<file path="src/rtl/pag_pkg.sv">
package pag_pkg;
  typedef enum logic {PH_OFF = 1'b0, PH_ON = 1'b1} phase_e;
endpackage

</file>
<file path="src/rtl/pag_phase_timer.sv">
module pag_phase_timer
  import pag_pkg::*;
#(
  parameter int PH_W = 16
) (
  input  logic            clk,
  input  logic            rst,
  input  logic [PH_W-1:0] on_len,
  input  logic [PH_W-1:0] off_len,
  output logic            open,
  output logic            new_period
);
  phase_e          ph_q;
  logic [PH_W-1:0] tick_q;
  logic            end_on;
  logic            end_off;

  assign end_on  = (on_len == '0) || (tick_q == on_len - PH_W'(1));
  assign end_off = (off_len == '0) || (tick_q == off_len - PH_W'(1));

  // a period restarts either when a closed stretch ends, or when an open
  // stretch ends with no closed stretch configured
  assign new_period = (ph_q == PH_ON) ? (end_on && off_len == '0) : end_off;
  assign open       = (ph_q == PH_ON) && (on_len != '0 || off_len == '0);

  always_ff @(posedge clk) begin
    if (rst) begin
      ph_q   <= PH_ON;
      tick_q <= '0;
    end else if (ph_q == PH_ON) begin
      if (end_on) begin
        tick_q <= '0;
        if (off_len != '0) ph_q <= PH_OFF;
      end else begin
        tick_q <= tick_q + PH_W'(1);
      end
    end else begin
      if (end_off) begin
        tick_q <= '0;
        ph_q   <= PH_ON;
      end else begin
        tick_q <= tick_q + PH_W'(1);
      end
    end
  end
endmodule

</file>
<file path="src/rtl/pag_budget.sv">
module pag_budget #(
  parameter int CAP_W = 16,
  parameter int LEN_W = 8,
  localparam int WRD_W = CAP_W + 1,
  localparam int SUM_W = CAP_W + 3
) (
  input  logic             clk,
  input  logic             rst,
  input  logic [CAP_W-1:0] cap,
  input  logic             new_period,
  input  logic [LEN_W-1:0] ar_len,
  input  logic [LEN_W-1:0] aw_len,
  input  logic             ar_resv,
  input  logic             ar_hs,
  input  logic             aw_hs,
  output logic             fit_ar,
  output logic             fit_aw,
  output logic [WRD_W-1:0] used
);
  localparam logic [SUM_W-1:0] WRD_MAX = SUM_W'({WRD_W{1'b1}});

  logic [WRD_W-1:0] used_q;
  logic [SUM_W-1:0] ar_words, aw_words, need_ar, need_aw, cap_x, nxt;

  assign ar_words = SUM_W'(ar_len) + SUM_W'(1);
  assign aw_words = SUM_W'(aw_len) + SUM_W'(1);
  assign cap_x    = SUM_W'(cap);
  assign need_ar  = SUM_W'(used_q) + ar_words;
  assign need_aw  = SUM_W'(used_q) + (ar_resv ? ar_words : '0) + aw_words;
  assign fit_ar   = (cap == '0) || (need_ar <= cap_x);
  assign fit_aw   = (cap == '0) || (need_aw <= cap_x);
  assign nxt      = SUM_W'(used_q) + (ar_hs ? ar_words : '0) + (aw_hs ? aw_words : '0);
  assign used     = used_q;

  always_ff @(posedge clk) begin
    if (rst || new_period) used_q <= '0;
    else if (nxt > WRD_MAX) used_q <= WRD_MAX[WRD_W-1:0];
    else                    used_q <= nxt[WRD_W-1:0];
  end
endmodule

</file>
<file path="src/rtl/pag_chan_gate.sv">
module pag_chan_gate (
  input  logic clk,
  input  logic rst,
  input  logic allow,
  input  logic s_valid,
  output logic s_ready,
  output logic m_valid,
  input  logic m_ready,
  output logic gate,
  output logic held,
  output logic hs
);
  logic held_q;

  assign gate    = held_q | allow;
  assign m_valid = s_valid & gate;
  assign s_ready = m_ready & gate;
  assign hs      = m_valid & m_ready;
  assign held    = held_q;

  always_ff @(posedge clk) begin
    if (rst) held_q <= 1'b0;
    else     held_q <= m_valid & ~m_ready;
  end
endmodule

</file>
<file path="src/rtl/pulse_addr_gate.sv">
module pulse_addr_gate #(
  parameter int PH_W  = 16,
  parameter int CAP_W = 16,
  parameter int LEN_W = 8
) (
  input  logic             clk,
  input  logic             rst,
  input  logic [PH_W-1:0]  cfg_on_len,
  input  logic [PH_W-1:0]  cfg_off_len,
  input  logic [CAP_W-1:0] cfg_cap,
  input  logic             s_arvalid,
  output logic             s_arready,
  input  logic [LEN_W-1:0] s_arlen,
  output logic             m_arvalid,
  input  logic             m_arready,
  input  logic             s_awvalid,
  output logic             s_awready,
  input  logic [LEN_W-1:0] s_awlen,
  output logic             m_awvalid,
  input  logic             m_awready
);
  localparam int WRD_W = CAP_W + 1;

  logic             ph_open, new_period;
  logic             fit_ar, fit_aw;
  logic             gate_ar, gate_aw;
  logic             held_ar, held_aw;
  logic             hs_ar, hs_aw;
  logic             ar_resv;
  logic [WRD_W-1:0] words_used;

  pag_phase_timer #(.PH_W(PH_W)) u_timer (
    .clk(clk), .rst(rst), .on_len(cfg_on_len), .off_len(cfg_off_len),
    .open(ph_open), .new_period(new_period)
  );

  assign ar_resv = s_arvalid & gate_ar;

  pag_budget #(.CAP_W(CAP_W), .LEN_W(LEN_W)) u_budget (
    .clk(clk), .rst(rst), .cap(cfg_cap), .new_period(new_period),
    .ar_len(s_arlen), .aw_len(s_awlen), .ar_resv(ar_resv),
    .ar_hs(hs_ar), .aw_hs(hs_aw),
    .fit_ar(fit_ar), .fit_aw(fit_aw), .used(words_used)
  );

  pag_chan_gate u_ar (
    .clk(clk), .rst(rst), .allow(ph_open & fit_ar),
    .s_valid(s_arvalid), .s_ready(s_arready),
    .m_valid(m_arvalid), .m_ready(m_arready),
    .gate(gate_ar), .held(held_ar), .hs(hs_ar)
  );

  pag_chan_gate u_aw (
    .clk(clk), .rst(rst), .allow(ph_open & fit_aw),
    .s_valid(s_awvalid), .s_ready(s_awready),
    .m_valid(m_awvalid), .m_ready(m_awready),
    .gate(gate_aw), .held(held_aw), .hs(hs_aw)
  );
endmodule

</file>
<file path="config.mk">
export PLATFORM = sky130hd
export DESIGN_NAME = pulse_addr_gate
export DESIGN_NICKNAME = d
export VERILOG_FILES = /design/src/rtl/pag_pkg.sv /design/src/rtl/pag_phase_timer.sv /design/src/rtl/pag_budget.sv /design/src/rtl/pag_chan_gate.sv /design/src/rtl/pulse_addr_gate.sv
export SDC_FILE = /design/constraint.sdc
export NUM_CORES = 1
export LEC_CHECK = 0
export BUFFER_PORTS_ARGS = -buffer_cell sky130_fd_sc_hd__buf_4
export CELL_PAD_IN_SITES_DETAIL_PLACEMENT = 2
export CELL_PAD_IN_SITES_GLOBAL_PLACEMENT = 2
export CORE_UTILIZATION = 31
export CTS_CLUSTER_SIZE = 10
export DETAILED_ROUTE_END_ITERATION = 8
export PLACE_DENSITY_LB_ADDON = 0.3
export REMOVE_ABC_BUFFERS = 1
export SLEW_MARGIN = 20
export SYNTH_ARGS = -nofsm -noshare
export SYNTH_HDL_FRONTEND = slang
export SYNTH_SLANG_ARGS = --single-unit
</file>
<file path="constraint.sdc">
create_clock -name clk -period 12.7 [get_ports clk]
set_input_delay 3.175 -clock clk [delete_from_list [all_inputs] [get_ports clk]]
set_output_delay 3.175 -clock clk [all_outputs]
set_load 0.02 [all_outputs]
</file>
Yosys cells after proc, flatten, opt, wreduce, memory -nomap -nowiden --
Cells that the tools add are included. W data, S select, Z words.
Word-level totals: flip-flop bits (word level) 36, output and inout bits 4
Operators by class: add/subtract/negate cells 10, $lt $le $gt $ge 3, eq/ne operators 2, multiplexer cells 12, bitwise logic cells 14, reductions and logical operators 13
Operators with widths (number):
- $add A17 B19 Y19 | 3
- $mux W19 | 3
- $logic_not A16 Y1 | 3
- $mux W16 | 3
- $add A19 B19 Y19 | 2
- $le A19 B16 Y1 | 2
- $eq A16 B16 Y1 | 2
- $reduce_bool A16 Y1 | 2
- $sub A16 B1 Y16 const B | 2
- $gt A19 B17 Y1 const B | 1
- $add A8 B1 Y9 const B | 2
- $mux W17 | 1
- $add A16 B1 Y16 const B | 1
- $and A1 B1 Y1 | 10
- $logic_or A1 B1 Y1 | 6
- $mux W1 | 5
- $logic_and A1 B1 Y1 | 2
- $not A1 Y1 | 2
- $or A1 B1 Y1 | 2

Depth between registers and ports, before layout --
depth after elaboration 20, gate-level depth with buffers 54, gate-level depth less buffers 52

By module --
A second synthesis with hierarchy kept.
Unflattened totals: cell total of the unflattened synthesis 728, area total of the unflattened synthesis 5683.0 µm²
By module, submodules not included:
- pag_budget | times used 1, cells an instance 450, area an instance 3557.2 µm²
- pag_phase_timer | times used 1, cells an instance 263, area an instance 1976.9 µm²
- pag_chan_gate | times used 2, cells an instance 6, area an instance 65.1 µm²
- pulse_addr_gate | times used 1, cells an instance 3, area an instance 18.8 µm²

Least setup slack after synthesis --
OpenSTA, ideal clock, no wires.
path type input to output, start point input port s_arlen[0], end point output port m_awvalid, arrival time 10158 ps, setup slack -633 ps, stages 38, cell sequence ha_1 > xor2_1 > ha_1 > nor2b_1 > o31a_1 > o21ai_0 > nor2b_1 > o21ai_0 > xor2_1 > ha_1 > nand4_1 > nor3_1 > o21a_1 > o31a_1 > o21ai_0 > o211ai_1 > a21bo_2 > clkbuf_1 > [2 not listed] > inv_1 > ha_1 > inv_1 > fa_1 > nor2b_1 > o31a_1 > o32ai_1 > nor2b_1 > nor2_1 > nor2_1 > xor2_1 > ha_1 > and3_1 > nand3_1 > or3_1 > o21ai_0 > a311o_1 > and2_1
On the way: longest elaborated chain between the ends 15
RTL lines:
- start, declared | RTL line pulse_addr_gate.sv:13 | input logic [LEN_W-1:0] s_arlen,
- $add A8 B1 Y9 * | RTL line pag_budget.sv:25 | assign ar_words = SUM_W'(ar_len) + SUM_W'(1);
- $add A17 B19 Y19 | RTL line pag_budget.sv:28 | assign need_ar = SUM_W'(used_q) + ar_words;
- $le A19 B16 Y1 | RTL line pag_budget.sv:30 | assign fit_ar = (cap == '0) || (need_ar <= cap_x);
- $logic_or A1 B1 Y1 | RTL line pag_budget.sv:30
- $and A1 B1 Y1 | RTL line pulse_addr_gate.sv:47 | .clk(clk), .rst(rst), .allow(ph_open & fit_ar),
- $or A1 B1 Y1 | RTL line pag_chan_gate.sv:15 | assign gate = held_q | allow;
- $and A1 B1 Y1 | RTL line pulse_addr_gate.sv:37 | assign ar_resv = s_arvalid & gate_ar;
- $mux W19 * | RTL line pag_budget.sv:29 | assign need_aw = SUM_W'(used_q) + (ar_resv ? ar_words : '0) + aw_words;
- $add A17 B19 Y19 * | RTL line pag_budget.sv:29
- $add A19 B19 Y19 * | RTL line pag_budget.sv:29
- $le A19 B16 Y1 * | RTL line pag_budget.sv:31 | assign fit_aw = (cap == '0) || (need_aw <= cap_x);
- $logic_or A1 B1 Y1 * | RTL line pag_budget.sv:31
- $and A1 B1 Y1 * | RTL line pulse_addr_gate.sv:54 | .clk(clk), .rst(rst), .allow(ph_open & fit_aw),
- $or A1 B1 Y1 * | RTL line pag_chan_gate.sv:15
- $and A1 B1 Y1 * | RTL line pag_chan_gate.sv:16 | assign m_valid = s_valid & gate;
- end, declared | RTL line pulse_addr_gate.sv:19 | output logic m_awvalid,
Every way passes the cells marked *; elsewhere a longest branch is shown, timed or not.

Final worst setup path --
Same ends and word-level chain as after synthesis.

==> summary.md <==
| Metric | Value |
|---|---|
| Outcome | `finished, violations left` |
| Violated checks | `setup timing` |
| Number of clock sinks seen by CTS | `36` |
| Min cycle time layout | `14,480 ps` |
| Worst-case clock skew | `3.899 ps` |
| Antenna violations before repair | `2` |
| Average cell area after synthesis | `7.572 um^2` |
| Filler Cells Inserted | `2,026` |
| Required arrival time at the worst endpoint | `9520 ps` |
| Number of different library cells in the post-synthesis netlist | `63` |
| Width of the die | `137.8 um` |
| Number of antenna-violating nets in the routed design | `0` |
| Power share of the sequential group | `16.0%` |
| Endpoint kind of the worst setup timing path | `output pin` |
| Rows | `49` |
| GRT Resource Usage Total | `30.27%` |
| Leakage power figure | `3.831 nW` |
| Dominant register cell in the synthesized netlist | `dfxtp_1` |
| Final GP Congestion | `0.8792` |
| Number of H-tree branching levels | `2` |
| Floorplan Core Area | `18,020 um^2` |
| Worst slew margin relative to its limit | `43.75%` |
| Area fraction in compound gates after synthesis | `15.82%` |
| Crit start category | `input port` |
| Main combinational cell family by area after synthesis | `simple AND/OR/NAND/NOR gates` |
| Post-Synth Adder-Cell Area | `21.36%` |
| Number of failing setup endpoints in the final timing report | `20` |
| Type of the tightest min-delay check | `reg -> reg` |
| Critical path arrival | `11,310 ps` |
| Unrepaired setup endpoints after global routing | `true` |
| Number of port buffers | `73` |
| Full die area | `18,990 um^2` |
| Worst hold slack after final layout | `581.5 ps` |
| Sequential-to-total area share from yosys stat | `12.61%` |
| Simple-Gate Fraction of Synth Area | `27.16%` |
| Achievable Freq | `69.05 MHz` |
| Final standard cell utilization of the core | `45.91%` |
| Number of enable flip-flop cells after synthesis | `0` |
| Post-route DRC violation count | `0` |
| Net switching power | `0.0003832 W` |
| Count of routing violations after the opening detailed-route iteration | `232` |
| Slew of the pin with the lowest slew margin | `838.7 ps` |
| Cell at the root of the clock tree | `clkbuf_16` |
| Post-placement worst setup slack | `-1693 ps` |
| Most common library cell in the layout ignoring fill and taps | `buf_4` |
| Global-route wire length before repair | `42.86 mm` |
| Layout-stage area growth over the synthesis result | `44.76%` |
| Count of nets after finishing | `1,109` |
| TritonCTS clock tree | `built` |
| Proportion of layout cells with a drive suffix above 1 | `34.14%` |
| Delay of the slowest critical-path stage | `540 ps` |
| Yosys warns | `0` |
| Top area cells in the synthesized netlist | `ha_1 (14%), dfxtp_1 (13%), xnor2_1 (8.4%), fa_1 (7.4%), xor2_1 (6.6%)` |
| Cells after synthesis | `755` |
| Total routed wirelength | `32.81 mm` |
| Post-route setup slack | `-1782 ps` |
| Boundary Pins | `74` |
| Max cap viols | `0` |
| Highest-count cells in the layout ignoring fill and taps | `buf_4 (212), inv_1 (69), ha_1 (51)` |
| Maximum VDD drop | `65.85 uV` |
| Count of hold buffers inserted by post-cts repair | `0` |
| Half-perimeter wire length after placement | `19.53 mm` |
| Share of synthesized flip-flops with an asynchronous set or reset | `0%` |
| Cell mode on critical path | `buf_6` |
| Post-synthesis mux area share | `0.7004%` |
| Clock transition at the registers of the reported paths | `60 ps` |
| Net switching share of the total power | `45.57%` |
| Number of vias per cell after detailed routing | `5.841` |
| Worst Setup Path Type | `in -> out` |
| Pin count of the biggest net entering global routing | `35` |
| Library cell contributing the largest single delay on the critical path | `fa_1` |
| Fraction of power consumed by the clock network | `15.2%` |
| Cell taking the most area after synthesis | `ha_1` |
| Combinational fraction of design power | `68.8%` |
| Cts bufs inserted | `5` |
| Number of global-route vias before repair | `7,736` |
| Detailed Routing Iterations Pass 1 | `4` |
| Starting Density | `31.72%` |
| Peak fanout along the critical path | `8` |
| Hold violation total from the final report | `0` |
| Detailed-route via count | `6,921` |
| Routed length per instance | `27.68 um` |
| Power density normalized to cell area | `101.6 nW/um^2` |
| Max Buffers Root-to-Sink | `2` |
| Xor/xnor cell area share of the yosys netlist | `15.01%` |
| Power Internal | `0.0004576 W` |
| Total grt overflow | `0` |
| Post-synthesis register bit count | `36` |
| Fin. max-slew vios | `0` |
| Post-Synthesis Cell Area | `5717 um^2` |
| Fraction of post-synthesis cell area in the top cell type by area | `14.01%` |
| Insertion delay of the later-clocked pin in the worst-skew pair | `280 ps` |
| Period utilization | `114.0%` |
| Vertical die dimension | `137.8 um` |
==> path summary, 6_finish.rpt <==
path         slack [ps]                         start                      endpoint  cells after the start
max               -1780                    s_arlen[0]                     m_awvalid                     40
min                 580  u_timer.tick_q[0]$_SDFF_PP0_  u_timer.tick_q[0]$_SDFF_PP0_                      1
max reg2reg        1020   u_budget.used[0]$_SDFF_PP0_  u_budget.used[11]$_SDFF_PP0_                     48
min reg2reg         580  u_timer.tick_q[0]$_SDFF_PP0_  u_timer.tick_q[0]$_SDFF_PP0_                      1
==> synth_stat cells, types with 4 or more instances <==
master	n
nor2b_1	14
a311oi_1	4
nand2_1	42
o21a_1	12
clkbuf_1	20
or2_2	4
fa_1	21
xnor2_1	55
nor4_1	22
nand3b_1	4
ha_1	64
a21oi_1	35
o21ai_0	25
nor2_1	53
a21o_1	11
nand2b_1	12
inv_1	72
nand4b_1	4
nor3_1	44
nand4_1	9
and4_1	5
mux2i_1	4
o21bai_1	4
and3_1	16
xor2_1	43
nand3_1	38
o31a_1	5
dfxtp_1	36
buf_2	7
a211oi_1	8
and2_1	6
a31oi_1	9
==> sequential cells by signal, indices dropped and copies added (netlist names) <==
name / cells
u_budget.used: 17
u_ar.held: 1
u_timer.tick_q: 16
u_timer.ph_q: 1
u_aw.held: 1
==> timing repair <==
action	CTS	global route
pin swaps	25	60
setup buffers	40	13
gates resized for setup	60	66
endpoints found under the setup margin	19	20
hold endpoints to repair	0	0
==> cell families (layout without fill, tap and decap cells) <==
| kind of cell | count (synthesis) | count (layout) |
|---|---|---|
| AOI/OAI and AO/OA | 137 | 137 |
| xor gates and xnor gates | 98 | 98 |
| adders and majority gates | 85 | 85 |
| buffers and inverters | 104 | 304 |
| DFF | 36 | 36 |
| muxes | 4 | 4 |
| other | 0 | 1 |
| and+or+nand+nor | 291 | 291 |
==> layer usage <==
metal	global-route usage [%]	vias to the layer above	routed length, um
met5	0	-	0
met4	18.84	0	2593
met3	3.164	154	2015
met2	60.27	255	17070
met1	29.37	3454	11130
li1	-	3058	-
==> stage by stage <==
| step | std cells | TNS (ps) | cell area, um^2 | power, W |
|---|---|---|---|---|
| detailed placement | 1125 | -29910 | 7153 | 0.0005690 |
| global placement | 1125 | -20620 | 7153 | 0.0005309 |
| CTS | 1172 | -11700 | 7858 | 0.0007294 |
| finish | 1185 | -32700 | 8275 | 0.0008408 |
| floorplan | 723 | -1518 | 5568 | 0.0003565 |
| global route | 1184 | -37520 | 8273 | 0.0008779 |
==> power by group through the flow <==
stage	sequential (W)	clock [W]	combinational (W)
after floorplan	0.000128	0	0.000228
after global placement	0.000133	0	0.000398
after detailed placement	0.000134	0	0.000435
after CTS	0.000132	0.000130	0.000468
after global routing	0.000135	0.000135	0.000608
final	0.000135	0.000128	0.000578
==> layout make-up <==
class / count / area, um^2 / area share (%)
inverter: 72 / 270.3 / 3.266
multi-input combinational: 615 / 5110 / 61.75
timing repair buffer: 224 / 1735 / 20.97
antenna: 1 / 2.502 / 0.03024
tap: 229 / 286.5 / 3.462
clock inverter: 1 / 7.507 / 0.09072
clock buffer: 7 / 142.6 / 1.724
sequential: 36 / 720.7 / 8.709
==> critical path: cells and delay by family <==
family	cells	cell delay (ps)
AO/OA/AOI/OAI	11	2470
AND/OR/NAND/NOR	11	1860
adder cells (fa/ha/maj)	5	1800
buffers and inverters	10	1320
XOR/XNOR	3	660
Power figures use the tool's default switching activity.
